### src/rtl/gpio_pkg.sv
package gpio_pkg;

    parameter int REG_W  = 8;
    parameter int PA_W   = 8;
    parameter int PB_W   = 4;
    parameter int BIDX_W = $clog2(REG_W);

    parameter logic [7:0] PA_DATA_ADDR = 8'h12;
    parameter logic [7:0] PA_DIR_ADDR  = 8'h13;
    parameter logic [7:0] PB_DATA_ADDR = 8'h14;
    parameter logic [7:0] PB_DIR_ADDR  = 8'h15;

    typedef enum logic [1:0] {
        OP_WRITE = 2'd0,
        OP_SET   = 2'd1,
        OP_CLEAR = 2'd2,
        OP_FLIP  = 2'd3
    } reg_op_e;

    typedef struct packed {
        reg_op_e                 op;
        logic [BIDX_W-1:0]       bidx;
        logic [REG_W-1:0]        wdata;
    } reg_cmd_t;

    function automatic logic [REG_W-1:0] apply_op(
        input logic [REG_W-1:0] base,
        input reg_cmd_t         cmd
    );
        logic [REG_W-1:0] r;
        r = base;
        case (cmd.op)
            OP_WRITE: r = cmd.wdata;
            OP_SET:   r[cmd.bidx] = 1'b1;
            OP_CLEAR: r[cmd.bidx] = 1'b0;
            OP_FLIP:  r = ~base;
            default:  r = base;
        endcase
        return r;
    endfunction

endpackage

### src/rtl/gpio_sync.sv
module gpio_sync #(
    parameter int W = 8
) (
    input  logic         clk,
    input  logic         rst,
    input  logic [W-1:0] async_in,
    output logic [W-1:0] sync_out,
    output logic [W-1:0] sync_prev
);
    logic [W-1:0] stage1;
    logic [W-1:0] stage2;
    logic [W-1:0] stage3;

    always_ff @(posedge clk) begin
        if (rst) begin
            stage1 <= '1;
            stage2 <= '1;
            stage3 <= '1;
        end else begin
            stage1 <= async_in;
            stage2 <= stage1;
            stage3 <= stage2;
        end
    end

    assign sync_out  = stage2;
    assign sync_prev = stage3;
endmodule

### src/rtl/gpio_port.sv
module gpio_port
    import gpio_pkg::*;
#(
    parameter int W = 8
) (
    input  logic             clk,
    input  logic             rst,
    input  logic             data_sel,
    input  logic             dir_sel,
    input  reg_cmd_t         cmd,
    input  logic [W-1:0]     pad_sync,
    output logic [W-1:0]     latch_q,
    output logic [W-1:0]     dir_q,
    output logic [REG_W-1:0] rd_data,
    output logic [REG_W-1:0] rd_dir
);
    logic [W-1:0]     mixed;
    logic [REG_W-1:0] data_next;
    logic [REG_W-1:0] dir_next;

    always_comb begin
        for (int i = 0; i < W; i++)
            mixed[i] = dir_q[i] ? pad_sync[i] : latch_q[i];
        rd_data = '0;
        rd_data[W-1:0] = mixed;
        rd_dir = '0;
        rd_dir[W-1:0] = dir_q;
        data_next = apply_op(rd_data, cmd);
        dir_next  = apply_op(rd_dir, cmd);
    end

    always_ff @(posedge clk) begin
        if (rst) begin
            latch_q <= '1;
            dir_q   <= '1;
        end else begin
            if (data_sel) latch_q <= data_next[W-1:0];
            if (dir_sel)  dir_q   <= dir_next[W-1:0];
        end
    end

    assert_latch_hold_R4: assert property (@(posedge clk) disable iff (rst)
        !data_sel |=> $stable(latch_q));

    assert_dir_hold_R1: assert property (@(posedge clk) disable iff (rst)
        !dir_sel |=> $stable(dir_q));

    assert_reset_state_R7: assert property (@(posedge clk)
        $past(rst) |-> (latch_q == '1 && dir_q == '1));
endmodule

### src/rtl/gpio_wake.sv
module gpio_wake #(
    parameter int W = 8
) (
    input  logic         clk,
    input  logic         rst,
    input  logic         wake_en,
    input  logic [W-1:0] dir_q,
    input  logic [W-1:0] level_now,
    input  logic [W-1:0] level_prev,
    output logic         wake_req
);
    logic [W-1:0] fall_hit;

    generate
        for (genvar g = 0; g < W; g++) begin : g_line
            assign fall_hit[g] = dir_q[g] & level_prev[g] & ~level_now[g];
        end
    endgenerate

    assign wake_req = wake_en & (|fall_hit);

    assert_no_wake_disabled_R9: assert property (@(posedge clk) disable iff (rst)
        !wake_en |-> !wake_req);
endmodule

### src/rtl/gpio_dual_port.sv
module gpio_dual_port
    import gpio_pkg::*;
(
    input  logic        clk,
    input  logic        rst,
    input  logic        reg_wr_en,
    input  logic [7:0]  reg_addr,
    input  logic [1:0]  reg_op,
    input  logic [2:0]  reg_bit,
    input  logic [7:0]  reg_wdata,
    output logic [7:0]  reg_rdata,
    input  logic [7:0]  pad_a_in,
    output logic [7:0]  pad_a_oe,
    output logic [7:0]  pad_a_out,
    input  logic [3:0]  pad_b_in,
    output logic [3:0]  pad_b_oe,
    output logic [3:0]  pad_b_out,
    input  logic        wake_en,
    output logic        wake_req
);
    reg_cmd_t         cmd;
    logic [PA_W-1:0]  a_sync, a_prev, a_latch, a_dir;
    logic [PB_W-1:0]  b_sync, b_prev, b_latch, b_dir;
    logic [REG_W-1:0] a_rd_data, a_rd_dir, b_rd_data, b_rd_dir;

    assign cmd.op    = reg_op_e'(reg_op);
    assign cmd.bidx  = reg_bit;
    assign cmd.wdata = reg_wdata;

    gpio_sync #(.W(PA_W)) u_sync_a (
        .clk(clk), .rst(rst), .async_in(pad_a_in),
        .sync_out(a_sync), .sync_prev(a_prev));

    gpio_sync #(.W(PB_W)) u_sync_b (
        .clk(clk), .rst(rst), .async_in(pad_b_in),
        .sync_out(b_sync), .sync_prev(b_prev));

    gpio_port #(.W(PA_W)) u_port_a (
        .clk(clk), .rst(rst),
        .data_sel(reg_wr_en && reg_addr == PA_DATA_ADDR),
        .dir_sel(reg_wr_en && reg_addr == PA_DIR_ADDR),
        .cmd(cmd), .pad_sync(a_sync),
        .latch_q(a_latch), .dir_q(a_dir),
        .rd_data(a_rd_data), .rd_dir(a_rd_dir));

    gpio_port #(.W(PB_W)) u_port_b (
        .clk(clk), .rst(rst),
        .data_sel(reg_wr_en && reg_addr == PB_DATA_ADDR),
        .dir_sel(reg_wr_en && reg_addr == PB_DIR_ADDR),
        .cmd(cmd), .pad_sync(b_sync),
        .latch_q(b_latch), .dir_q(b_dir),
        .rd_data(b_rd_data), .rd_dir(b_rd_dir));

    gpio_wake #(.W(PA_W)) u_wake (
        .clk(clk), .rst(rst), .wake_en(wake_en), .dir_q(a_dir),
        .level_now(a_sync), .level_prev(a_prev), .wake_req(wake_req));

    always_comb begin
        case (reg_addr)
            PA_DATA_ADDR: reg_rdata = a_rd_data;
            PA_DIR_ADDR:  reg_rdata = a_rd_dir;
            PB_DATA_ADDR: reg_rdata = b_rd_data;
            PB_DIR_ADDR:  reg_rdata = b_rd_dir;
            default:      reg_rdata = '0;
        endcase
    end

    assign pad_a_oe  = ~a_dir;
    assign pad_a_out = a_latch;
    assign pad_b_oe  = ~b_dir;
    assign pad_b_out = b_latch;

    // b_prev is only carried for symmetry of the synchronizer interface
    logic unused_b_prev;
    assign unused_b_prev = ^b_prev;

    assert_b_upper_zero_R10: assert property (@(posedge clk) disable iff (rst)
        (reg_addr == PB_DATA_ADDR || reg_addr == PB_DIR_ADDR) |-> reg_rdata[7:4] == 4'h0);

    assert_wake_needs_input_R9: assert property (@(posedge clk) disable iff (rst)
        wake_req |-> (|pad_a_oe == 1'b0 || pad_a_oe != 8'hFF));

    assert_unmapped_reads_zero_R3: assert property (@(posedge clk) disable iff (rst)
        (reg_addr < PA_DATA_ADDR || reg_addr > PB_DIR_ADDR) |-> reg_rdata == 8'h00);
endmodule

### config.mk
export PLATFORM = sky130hd
export DESIGN_NAME = gpio_dual_port
export DESIGN_NICKNAME = d
export VERILOG_FILES = /design/src/rtl/gpio_pkg.sv /design/src/rtl/gpio_sync.sv /design/src/rtl/gpio_port.sv /design/src/rtl/gpio_wake.sv /design/src/rtl/gpio_dual_port.sv
export SDC_FILE = /design/constraint.sdc
export NUM_CORES = 1
export LEC_CHECK = 0
export BUFFER_PORTS_ARGS = -buffer_cell sky130_fd_sc_hd__buf_2
export CORE_ASPECT_RATIO = 0.6
export CORE_MARGIN = 4
export CORE_UTILIZATION = 50
export CTS_CLUSTER_SIZE = 8
export DETAILED_ROUTE_END_ITERATION = 10
export PLACE_DENSITY = 0.84
export SYNTH_ARGS = -nofsm -noshare
export SYNTH_HDL_FRONTEND = slang
export SYNTH_SLANG_ARGS = --single-unit
### constraint.sdc
create_clock -name clk -period 2.3 [get_ports clk]
set_clock_uncertainty 0.1 [all_clocks]
set_input_delay 0.115 -clock clk [delete_from_list [all_inputs] [get_ports clk]]
set_output_delay 0.115 -clock clk [all_outputs]
set_load 0.02 [all_outputs]
# Word level (Yosys, flattened, before mapping)
# Cells that the tools add are included.
[totals]
in_bits = 37
reg_bits = 56
wordCells = 83
output_inout_bits = 33
[classes]
n_eq_ne = 7
n_lt_le_gt_ge = 2
reduce_logical = 7
bitwise_logic = 39
muxes = 19
[op_table]
columns = ["op", "count"]
rows = [
  ["case mux 8 bit (4 select lines)", 3],
  ["== test 8 x 5 -> 1 bit (second input constant)", 4],
  ["case mux 4 bit (4 select lines)", 2],
  ["NOT 8 bit", 3],
  ["bitwise AND 1 bit", 17],
  ["bitwise AND 8 bit", 2],
  ["bitwise OR 8 bit", 2],
  ["two-way mux 1 bit", 13],
  ["NOT 4 bit", 3],
  ["bitwise AND 4 bit", 2],
  ["NOT 1 bit", 8],
  ["bitwise OR 4 bit", 2],
  ["OR reduction 8 bit", 1],
  ["logical AND 1 bit", 5],
  ["== test 2 bit (second input constant)", 2],
  ["less-than comparator 3 x 4 -> 1 bit (second input constant)", 1],
  ["demux 1 bit (select 3 bit)", 1],
  ["greater-or-equal comparator 3 x 1 -> 1 bit (second input constant)", 1],
  ["== test 2 x 1 -> 1 bit (second input constant)", 1],
  ["logical NOT 2 bit", 1],
]

# Logic depth before layout (Yosys ltp)
# Gate-level depths: netlist of the first run.
[logic_depth]
word_depth = 7
ltp_mapped = 6
mapped_depth_nobuf = 4

# Cells and area by module
# From an unflattened synthesis of the first run, not the netlist that was laid out.
[hier_totals]
hier_cells = 422
area_unflattened_um2 = 3614.7
[modules_own_cells]
columns = ["mod", "instances", "cells_each", "seq_area_each_um2", "area_each_um2"]
rows = [
  ["gpio_port (u_port_a)", 1, 175, 320.3, 1442.6],
  ["gpio_port (u_port_b)", 1, 100, 160.2, 723.2],
  ["gpio_sync (u_sync_a)", 1, 50, 480.5, 653.1],
  ["gpio_dual_port", 1, 59, 0.0, 409.1],
  ["gpio_sync (u_sync_b)", 1, 25, 240.2, 320.3],
  ["gpio_wake", 1, 13, 0.0, 66.3],
]

# Least setup slack after synthesis of the first run
# No wires, ideal clock.
[synth_path]
path_kind = "input to output"
start = "input reg_addr[5]"
end = "output reg_rdata[0]"
arrival_ps = 1473
path_buffers = 0
t_required_ps = 2085
setup_slack_ps = 612
path_stages = 4
path_cell_list = "nor4b_4 nor2b_1 nand3b_2 o32ai_1"
[synth_between]
elab_chain_cells = 2
word_cells_on_any_way = 5
[synth_lines]
columns = ["item", "line", "text"]
rows = [
  ["start: declaration", "gpio_dual_port.sv:7", "input logic [7:0] reg_addr,"],
  ["== test 8 x 5 -> 1 bit", "gpio_dual_port.sv:59", "case (reg_addr)"],
  ["case mux 8 bit (4 select lines) (*)", "gpio_dual_port.sv:59", ""],
  ["end: declaration", "gpio_dual_port.sv:11", "output logic [7:0] reg_rdata,"],
]
# Mark *: on every way between the ends. The rest lies on a longest branch, timed or not.

# Worst setup path after layout of the first run
[layout_path]
start = "register u_port_b.dir_q[3]"
end = "output reg_rdata[3]"
[layout_between]
elab_chain_cells = 2
[layout_lines]
columns = ["item", "line", "text"]
rows = [
  ["start: declaration", "gpio_port.sv:13", "output logic [W-1:0] dir_q,"],
  ["start signal: assignment", "gpio_port.sv:38", "if (dir_sel) dir_q <= dir_next[W-1:0];"],
  ["two-way mux 1 bit", "gpio_port.sv:23", "mixed[i] = dir_q[i] ? pad_sync[i] : latch_q[i];"],
  ["case mux 8 bit (4 select lines) (*)", "gpio_dual_port.sv:59", ""],
]
# Marked as above.

==> key figures, run 1 <==
Outcome
  • Status: completed

Detailed routing
  • WL per Instance: approximately 17 µm
  • DRT iter0 DRCs: between 300 and 400
  • Antenna Nets Post-Route: 0
  • DR pass1 iterations: 5
  • Vias per cell: about 6.1
  • # DRC: 0
  • Via count: between 3000 and 4000
  • Final WL: 8.64 mm

Pwr
  • Switching part of the total: between 20% and 30%
  • Net Sw Power: between 400 and 500 µW
  • Internal power: 1460 µW
  • Peak supply drop: roughly 0.3 mV
  • Leak pwr: approximately 0.0016 µW
  • Clock share of power: ~34%
  • P per Cell Area: ~530 nW/µm²
  • Comb pwr share: about 15%
  • Tot Pwr: between 1500 and 2000 µW
  • Sequential group share of total power: just over 50%

Timing
  • Hold Slack: 0.156 ns
  • Slew Viols, Final: 0
  • Final hold violation count: 0
  • Crit share post-route: a little under nine tenths
  • Final setup TNS: 0 ns
  • Worst relative slew slack: roughly half
  • Fmax: 0.511 GHz
  • RSZ-0062 raised after global routing: no
  • Final setup violation count: 0
  • Worst slew pin tran: 0.752 ns
  • Tmin final: 1.96 ns

Global routing
  • First-pass GRT wire length: between 10 and 15 mm
  • Gr ovfl total: 0
  • Number of global-route vias before repair: ~2700
  • Overall routing resource usage: around a quarter
  • Antenna violations before repair: 0
  • Largest net degree at the start of global routing: 40

CTS
  • Clock Path Buffers: 2
  • TritonCTS clock tree: built
  • Root Driver: clkbuf_8
  • Clk sink count: 56
  • Post-CTS Resized: 0
  • Worst skew pair latency: between 0.3 and 0.4 ns
  • Register clock-pin slew on the reported worst setup and hold paths: 0.11 ns
  • Num CTS Buffers: 5
  • H-tree level count: 2

Setup path
  • Crit-path max FO: 6
  • Worst EP required: 2.09 ns
  • Crit Path Class: flip-flop to primary output
  • Critical Path AT: 1.74 ns
  • Startpoint types: flip-flop
  • Worst Setup End Kind: primary output

Placement
  • Port bufs: about 70
  • Gpl congestion: ~0.94
  • Post-DP Area: 3470 µm²
  • Dpl hpwl: ~6.3 mm

Synth
  • Top FF cell, synth: dfxtp_1
  • Mean Syn Cell Area: between 8 and 9 µm²
  • Seq/Total Area, Yosys: a little over a third
  • Synth Register Bits: 56
  • Number of synthesized flops with an enable pin: 0
  • Synth area leaders: dfxtp_1 (36%), or2_2 (6.5%), mux2_2 (4.4%)
  • Cells after synthesis: around 350
  • Ys async rst share: 0%
  • Yosys top cell by area: dfxtp_1
  • Synth warnings: 0
  • Synth cell types: 48
  • Mapped Nets: between 300 and 400
  • Synth top area share: between 30% and 40%
  • Area of the mapped netlist: just over 3000 µm²

Floorplan
  • Die footprint: 7510 µm²
  • Die width: 109 µm
  • Die height: 68.8 µm
  • Row count: 21
  • Initial Util: 53.4%
  • Io pins: 70
  • Core area: between 5000 and 6000 µm²

Layout
  • Layout cell share with drive strength beyond 1: 32.2%
  • Design area: about 3700 µm²
  • Diode count: 0
  • Fill count: 490
  • Nets: between 400 and 500
  • P&R area growth vs syn: 20.5%

Worst hold path
  • Worst hold path type: primary input to flip-flop

Run
  • Max cap viols: 0
==> cell type report <==
type	count	area, µm²	share of cell area, %
clock inverter	2	38.8	1.05
sequential	56	1120	30.2
clock buffer	6	72.6	1.96
multi-input combinational	259	1800	48.5
tap	80	100	2.70
inverter	15	56.3	1.52
timing repair buffer	88	518	14.0
==> placed cells by master (no fill, tap or decap), types with 9 or more instances in the layout <==
cell	netlist	final
a21oi_1	10	10
a2bb2oi_1	12	12
a31oi_1	10	10
buf_2	7	69
dfxtp_1	56	56
dlygate4sd3_1	0	12
inv_1	14	14
mux2_2	12	12
nand2_1	17	17
nor2_1	18	18
nor2b_1	11	11
nor3_1	9	9
o21ai_0	12	12
or2_2	32	32
or3_1	9	9
==> sequential cells by signal (all words and copies together) (netlist names) <==
name / cells
u_sync_a.sync_out: 8
u_sync_a.stage1: 8
u_port_b.dir_q: 4
u_port_a.latch_q: 8
u_port_b.latch_q: 4
u_sync_b.stage1: 4
u_sync_b.sync_out: 4
u_sync_a.sync_prev: 8
u_port_a.dir_q: 8
==> Yosys cell counts, types with 10 or more instances <==
library cell   n
inv_1         14
nor2_1        18
nand2_1       17
a31oi_1       10
a21oi_1       10
nor2b_1       11
o21ai_0       12
dfxtp_1       56
a2bb2oi_1     12
clkbuf_1      17
mux2_2        12
or2_2         32
==> layer usage <==
layer | wire (µm) | GRT usage (%) | vias up
li1 | - | - | 1449
met1 | 3980 | 34.6 | 1447
met2 | 3540 | 33.4 | 162
met3 | 1080 | 8.00 | 5
met4 | 29 | 3.11 | 0
met5 | 0 | 0 | -
==> what timing repair did <==
item | 4_1_cts | 5_1_grt
setup endpoints to repair | 0 | 0
hold endpoints to repair | 12 | 0
setup buffers | 0 | 0
hold buffers | 12 | 0
==> power by group through the flow <==
stage	sequential [µW]	clock, µW	combinational (µW)
detailed placement	1030	0	268
finish	1000	659	292
global placement	1030	0	260
CTS	1000	666	285
floorplan	1020	0	188
global route	1010	701	317
==> through the flow <==
stage | std cells | setup WS [ns] | utilization, %
after floorplan | 354 | 0.612 | -
after global placement | 486 | 0.465 | 60.4
after detailed placement | 486 | 0.436 | 60.4
after CTS | 506 | 0.366 | 64.4
after global routing | 506 | 0.227 | 64.4
final | 506 | 0.343 | 64.4
==> path summary, 6_finish.rpt <==
kind	start	endpoint	slack, ns	cells after the start
worst min-delay path	rst	u_port_a.dir_q[4]	0.16	3
worst max-delay path	u_port_b.dir_q[3]	reg_rdata[3]	0.34	4
worst max register to register	u_port_b.dir_q[2]	u_port_b.latch_q[2]	0.49	4
worst min register to register	u_sync_a.stage1[7]	u_sync_a.sync_out[7]	0.32	1
==> logic make-up after synthesis <==
| family | after synthesis | share of synthesized area [%] |
|---|---|---|
| simple gates | 147 | 29.2 |
| compound gates | 95 | 23.3 |
| flops | 56 | 36.5 |
| buf+inv | 39 | 5.04 |
| mux | 17 | 6.02 |
==> critical path: stages (launching register included) <==
cell	delay [ns]
dfxtp_1	0.46
mux2_2	0.40
mux2i_1	0.24
o32ai_1	0.14
buf_2	0.18
(Power assumes the default switching activity.)
==> inputs of run 2 (changes only) <==
Settings changed: CORE_UTILIZATION 50 to 49, PLACE_DENSITY 0.84 to 0.85.
Clock period 2.3 ns to 1.8 ns, I/O delays scaled along.
==> key figures, run 2 (synthesis gave the netlist of run 1 again) <==
Outcome
  • Status: completed

Worst hold path
  • Worst hold path type: primary input to flip-flop
  • Hold Path Sink: u_port_a.dir_q[0]
  • WHS Path Cells: 2
  • HP Start: rst

Timing
  • Final hold violation count: 0
  • Tmin final: ~1.8 ns
  • Worst relative slew slack: about half
  • Fmax: approximately 0.57 GHz
  • Final setup violation count: 0
  • Final setup TNS: 0 ns
  • Hold Slack: approximately 0.030 ns
  • Crit share post-route: a little over nine tenths
  • Worst slew pin tran: around 0.74 ns
  • Slew Viols, Final: 0
  • RSZ-0062 raised after global routing: no

CTS
  • TritonCTS clock tree: built
  • Root Driver: clkbuf_8
  • Clock Path Buffers: 2
  • Num CTS Buffers: 5
  • Register clock-pin slew on the reported worst setup and hold paths: ~0.11 ns
  • H-tree level count: 2
  • Worst skew pair latency: between 0.3 and 0.4 ns
  • Clk sink count: between 50 and 60

Setup path
  • R2r endpoint: u_port_a.latch_q[0]
  • Crit Path Class: flip-flop to primary output
  • Crit-path max FO: 4
  • Reg2Reg Launch Point: u_port_a.dir_q[0]
  • Worst-case reg-to-reg path depth: 4
  • Startpoint types: flip-flop
  • Worst Setup End Kind: primary output
  • FF-to-FF setup slack: between 0.1 and 0.15 ns
  • Worst EP required: ~1.6 ns
  • Critical Path AT: approximately 1.6 ns

Detailed routing
  • Final WL: about 9.3 mm
  • DR pass1 iterations: 4
  • Via count: roughly 3200
  • # DRC: 0
  • Vias per cell: about 6
  • WL per Instance: 17.5 µm
  • DRT iter0 DRCs: 421
  • Antenna Nets Post-Route: 0

Floorplan
  • Die footprint: 7650 µm²
  • Row count: 22
  • Die width: ~110 µm
  • Io pins: 70
  • Core area: roughly 6000 µm²
  • Die height: approximately 69 µm
  • Initial Util: between 50 and 60%

Layout
  • Most common cell after layout, fill and taps aside: buf_2
  • Finished Layout Cells: 529
  • Nets: about 480
  • Diode count: 0
  • Most frequent cells in the layout: buf_2 (68), dfxtp_1 (54), or2_2 (32), buf_4 (26), nor2_1 (18)
  • Design area: slightly below 4000 µm²
  • Layout cell share with drive strength beyond 1: 36.4%
  • P&R area growth vs syn: 25.8%
  • Fin util: 63.3%

Placement
  • Port bufs: 69
  • Post-DP Area: approximately 3600 µm²
  • Dpl hpwl: approximately 6.7 mm
  • Placed insts: 508
  • Gpl congestion: between 0.9 and 1

Global routing
  • Antenna violations before repair: 0
  • Overall routing resource usage: 23.5%
  • Largest net degree at the start of global routing: 36
  • Number of global-route vias before repair: roughly 2800
  • Gr ovfl total: 0
  • First-pass GRT wire length: roughly 14 mm

Run
  • Max cap viols: 0

Pwr
  • P per Cell Area: around 610 nW/µm²
  • Leak pwr: 0.00169 µW
  • Peak supply drop: approximately 0.4 mV
run 2: layout make-up:
type | count | area (µm²)
clock buffer | 6 | 72.6
inverter | 15 | 56.3
tap | 84 | 105
multi-input combinational | 259 | 1830
timing repair buffer | 107 | 667
fill | 548 | 2240
clock inverter | 2 | 13.8
sequential | 56 | 1120
run 2: metal layers:
| layer | GRT usage (%) | up-vias | share of wire (%) |
|---|---|---|---|
| met5 | 0 | - | 0 |
| met4 | 2.19 | 0 | 0.36 |
| met3 | 6.70 | 6 | 11 |
| met2 | 33.3 | 167 | 42 |
| met1 | 36.2 | 1505 | 46 |
| li1 | - | 1496 | - |
run 2: per-stage QoR:
stage               setup slack [ns]  total power [µW]
detailed placement          -0.00673              1670
CTS                           0.0183              2360
finish                        0.0457              2370
global route                0.000150              2450
floorplan                      0.132              1550
global placement              0.0353              1660
run 2: critical path, cell delays in order, from the launching register on:
cell,delay (ns)
dfxtp_1,0.36
mux2_2,0.37
mux2i_1,0.23
o32ai_1,0.14
buf_2,0.17
run 2: what timing repair did:
action,4_1_cts,5_1_grt
setup buffers,0,1
endpoints found under the setup margin,2,8
hold buffers,12,0
pin swaps,0,3
hold endpoints to repair,12,0
gates cloned,0,0
resized for setup,1,10
run 2: report_power, final:
part / internal (µW) / leakage [µW] / total [µW] / switching, µW
sequential: 1270 / 0.000458 / 1280 / 14.9
combinational: 190 / 0.00119 / 396 / 206
clock: 279 / 0.0000456 / 690 / 411
total: 1740 / 0.00169 / 2370 / 633
run 2: worst max-delay path by stage:
stage / start / endpoint / slack, ns / cells after the start
global placement: reg_addr[5] / reg_rdata[2] / 0.04 / 6
detailed placement: reg_addr[5] / reg_rdata[7] / -0.007 / 7
CTS: reg_addr[5] / reg_rdata[7] / 0.02 / 7
finish: u_port_b.dir_q[0] / reg_rdata[0] / 0.05 / 4
floorplan: u_port_a.dir_q[7] / u_port_a.latch_q[7] / 0.13 / 5
global route: u_port_a.dir_q[1] / wake_req / 0.0002 / 5
==> inputs of run 3 (changes only) <==
Settings changed: CORE_UTILIZATION 49 to 54, CTS_CLUSTER_SIZE 8 to 24, PLACE_DENSITY 0.85 to 0.89.
Clock period 1.8 ns to 1.7 ns, I/O delays scaled along.
==> key figures, run 3 (synthesis gave the netlist of run 1 again) <==
CTS
  • H-tree level count: 2
  • TritonCTS clock tree: built
  • Num CTS Buffers: 5
  • Register clock-pin slew on the reported worst setup and hold paths: 0.11 ns
  • Clk sink count: 56
  • Clock Path Buffers: 2
  • Worst skew pair latency: between 0.3 and 0.4 ns
  • Root Driver: clkbuf_8

Layout
  • Diode count: 0
  • Multi-input logic area: about 1900 µm²
  • Fill count: 359
  • Fin util: around three quarters
  • Most frequent cells in the layout: buf_2 (67), dfxtp_1 (43), or2_2 (32), buf_4 (26), nor2_1 (18)
  • Nets: roughly 490
  • P&R area growth vs syn: 30.6%
  • Reg area: between 1000 and 1500 µm²
  • Layout cell share with drive strength beyond 1: between 30 and 40%
  • Most common cell after layout, fill and taps aside: buf_2

Timing
  • Tmin final: 1.70 ns
  • Final setup violation count: 1
  • Crit share post-route: 100%
  • Setup ws final: -0.00127 ns
  • Final hold violation count: 0
  • Slew Viols, Final: 0
  • Worst relative slew slack: 71.5%
  • Fmax: slightly below 0.6 GHz
  • Worst slew pin tran: 0.427 ns
  • Final setup TNS: -0.00127 ns
  • RSZ-0062 raised after global routing: yes

Outcome
  • Failing checks: setup timing
  • Status: complete, but fails checks

Pwr
  • Leak pwr: roughly 0.0017 µW
  • Peak supply drop: just under 0.8 mV
  • P per Cell Area: 638 nW/µm²

Setup path
  • Worst Setup End Kind: flip-flop
  • Worst-case reg-to-reg path depth: 4
  • Critical Path AT: between 1.5 and 2 ns
  • FF-to-FF setup slack: -0.001 ns
  • R2r endpoint: u_port_a.latch_q[3]
  • Crit Path Class: flip-flop to flip-flop
  • Crit-path max FO: 7
  • Startpoint types: flip-flop
  • Worst EP required: 1.80 ns
  • Reg2Reg Launch Point: u_port_a.dir_q[3]

Global routing
  • Overall routing resource usage: 27.8%
  • Gr ovfl total: 0
  • Number of global-route vias before repair: 3070
  • First-pass GRT wire length: approximately 15 mm
  • Largest net degree at the start of global routing: 29
  • Antenna violations before repair: 0

Floorplan
  • Die height: between 60 and 70 µm
  • Io pins: 70
  • Row count: 20
  • Core area: between 5000 and 6000 µm²
  • Die footprint: about 7000 µm²
  • Die width: 105 µm
  • Initial Util: 58.2%

Detailed routing
  • DR pass1 iterations: 5
  • Final WL: ~9.6 mm
  • Via count: between 3000 and 4000
  • DRT iter0 DRCs: about 330
  • # DRC: 0
  • Vias per cell: 6.22
  • Antenna Nets Post-Route: 0
  • WL per Instance: 18.2 µm

Run
  • Max cap viols: 0

Worst hold path
  • Hold Path Sink: u_port_a.latch_q[7]
  • HP Start: reg_op[0]
  • Worst hold path type: primary input to flip-flop
  • WHS Path Cells: 3

Placement
  • Port bufs: 69
  • Gpl congestion: between 1 and 1.5
  • Dpl hpwl: around 6.8 mm
run 3: how the worst max path moves through the flow:
stage,from,to,slack (ns)
after floorplan,u_port_a.dir_q[7],u_port_a.latch_q[7],0.03
after global placement,reg_addr[5],reg_rdata[3],0.03
after detailed placement,reg_addr[5],reg_rdata[3],0.04
after CTS,u_port_a.dir_q[0],wake_req,0.004
after global routing,u_sync_a.sync_out[0],wake_req,-0.02
final,u_port_a.dir_q[3],u_port_a.latch_q[3],-0.001
run 3: worst max-delay path, stage by stage (launching register included):
cell       delay (ns)
dfxtp_2          0.42
mux2_2           0.40
or3_1            0.31
a2bb2oi_1        0.27
a2bb2oi_1        0.10
run 3: metrics by stage:
stage	cells	power (µW)	instance area, µm²	hold slack, ns	setup WS [ns]
after floorplan	354	1640	3080	0.0888	0.0325
after global placement	506	1760	3670	0.167	0.0335
after detailed placement	506	1780	3670	0.171	0.0357
after CTS	528	2540	3960	0.0905	0.00362
after global routing	528	2660	4020	0.126	-0.0229
final	528	2560	4020	0.0952	-0.00127
run 3: where the power goes:
group	internal (µW)	total, µW	switching [µW]
registers	1340	1360	16.2
clock network	295	754	459
logic	222	450	228
run 3: what timing repair did:
item,in CTS,in global routing
endpoints found under the setup margin,5,6
pin swaps,4,3
hold endpoints to repair,17,0
hold buffers,13,0
setup buffers,2,2
resized for setup,22,17
run 3: area by class of cell:
| class | instances | share of cell area (%) |
|---|---|---|
| repair buffers | 113 | 18.9 |
| clock inverters | 2 | 0.405 |
| flip-flops and latches | 56 | 28.4 |
| clock buffers | 6 | 1.81 |
| inverters | 15 | 1.40 |
| multi-input cells | 259 | 46.7 |
| well taps | 77 | 2.40 |
run 3: metal layers:
layer,routed length (µm),track usage (%),up-vias
li1,-,-,1501
met1,4070,37.5,1534
met2,4140,43.6,223
met3,1260,9.29,24
met4,132,5.40,0
met5,0,0,-
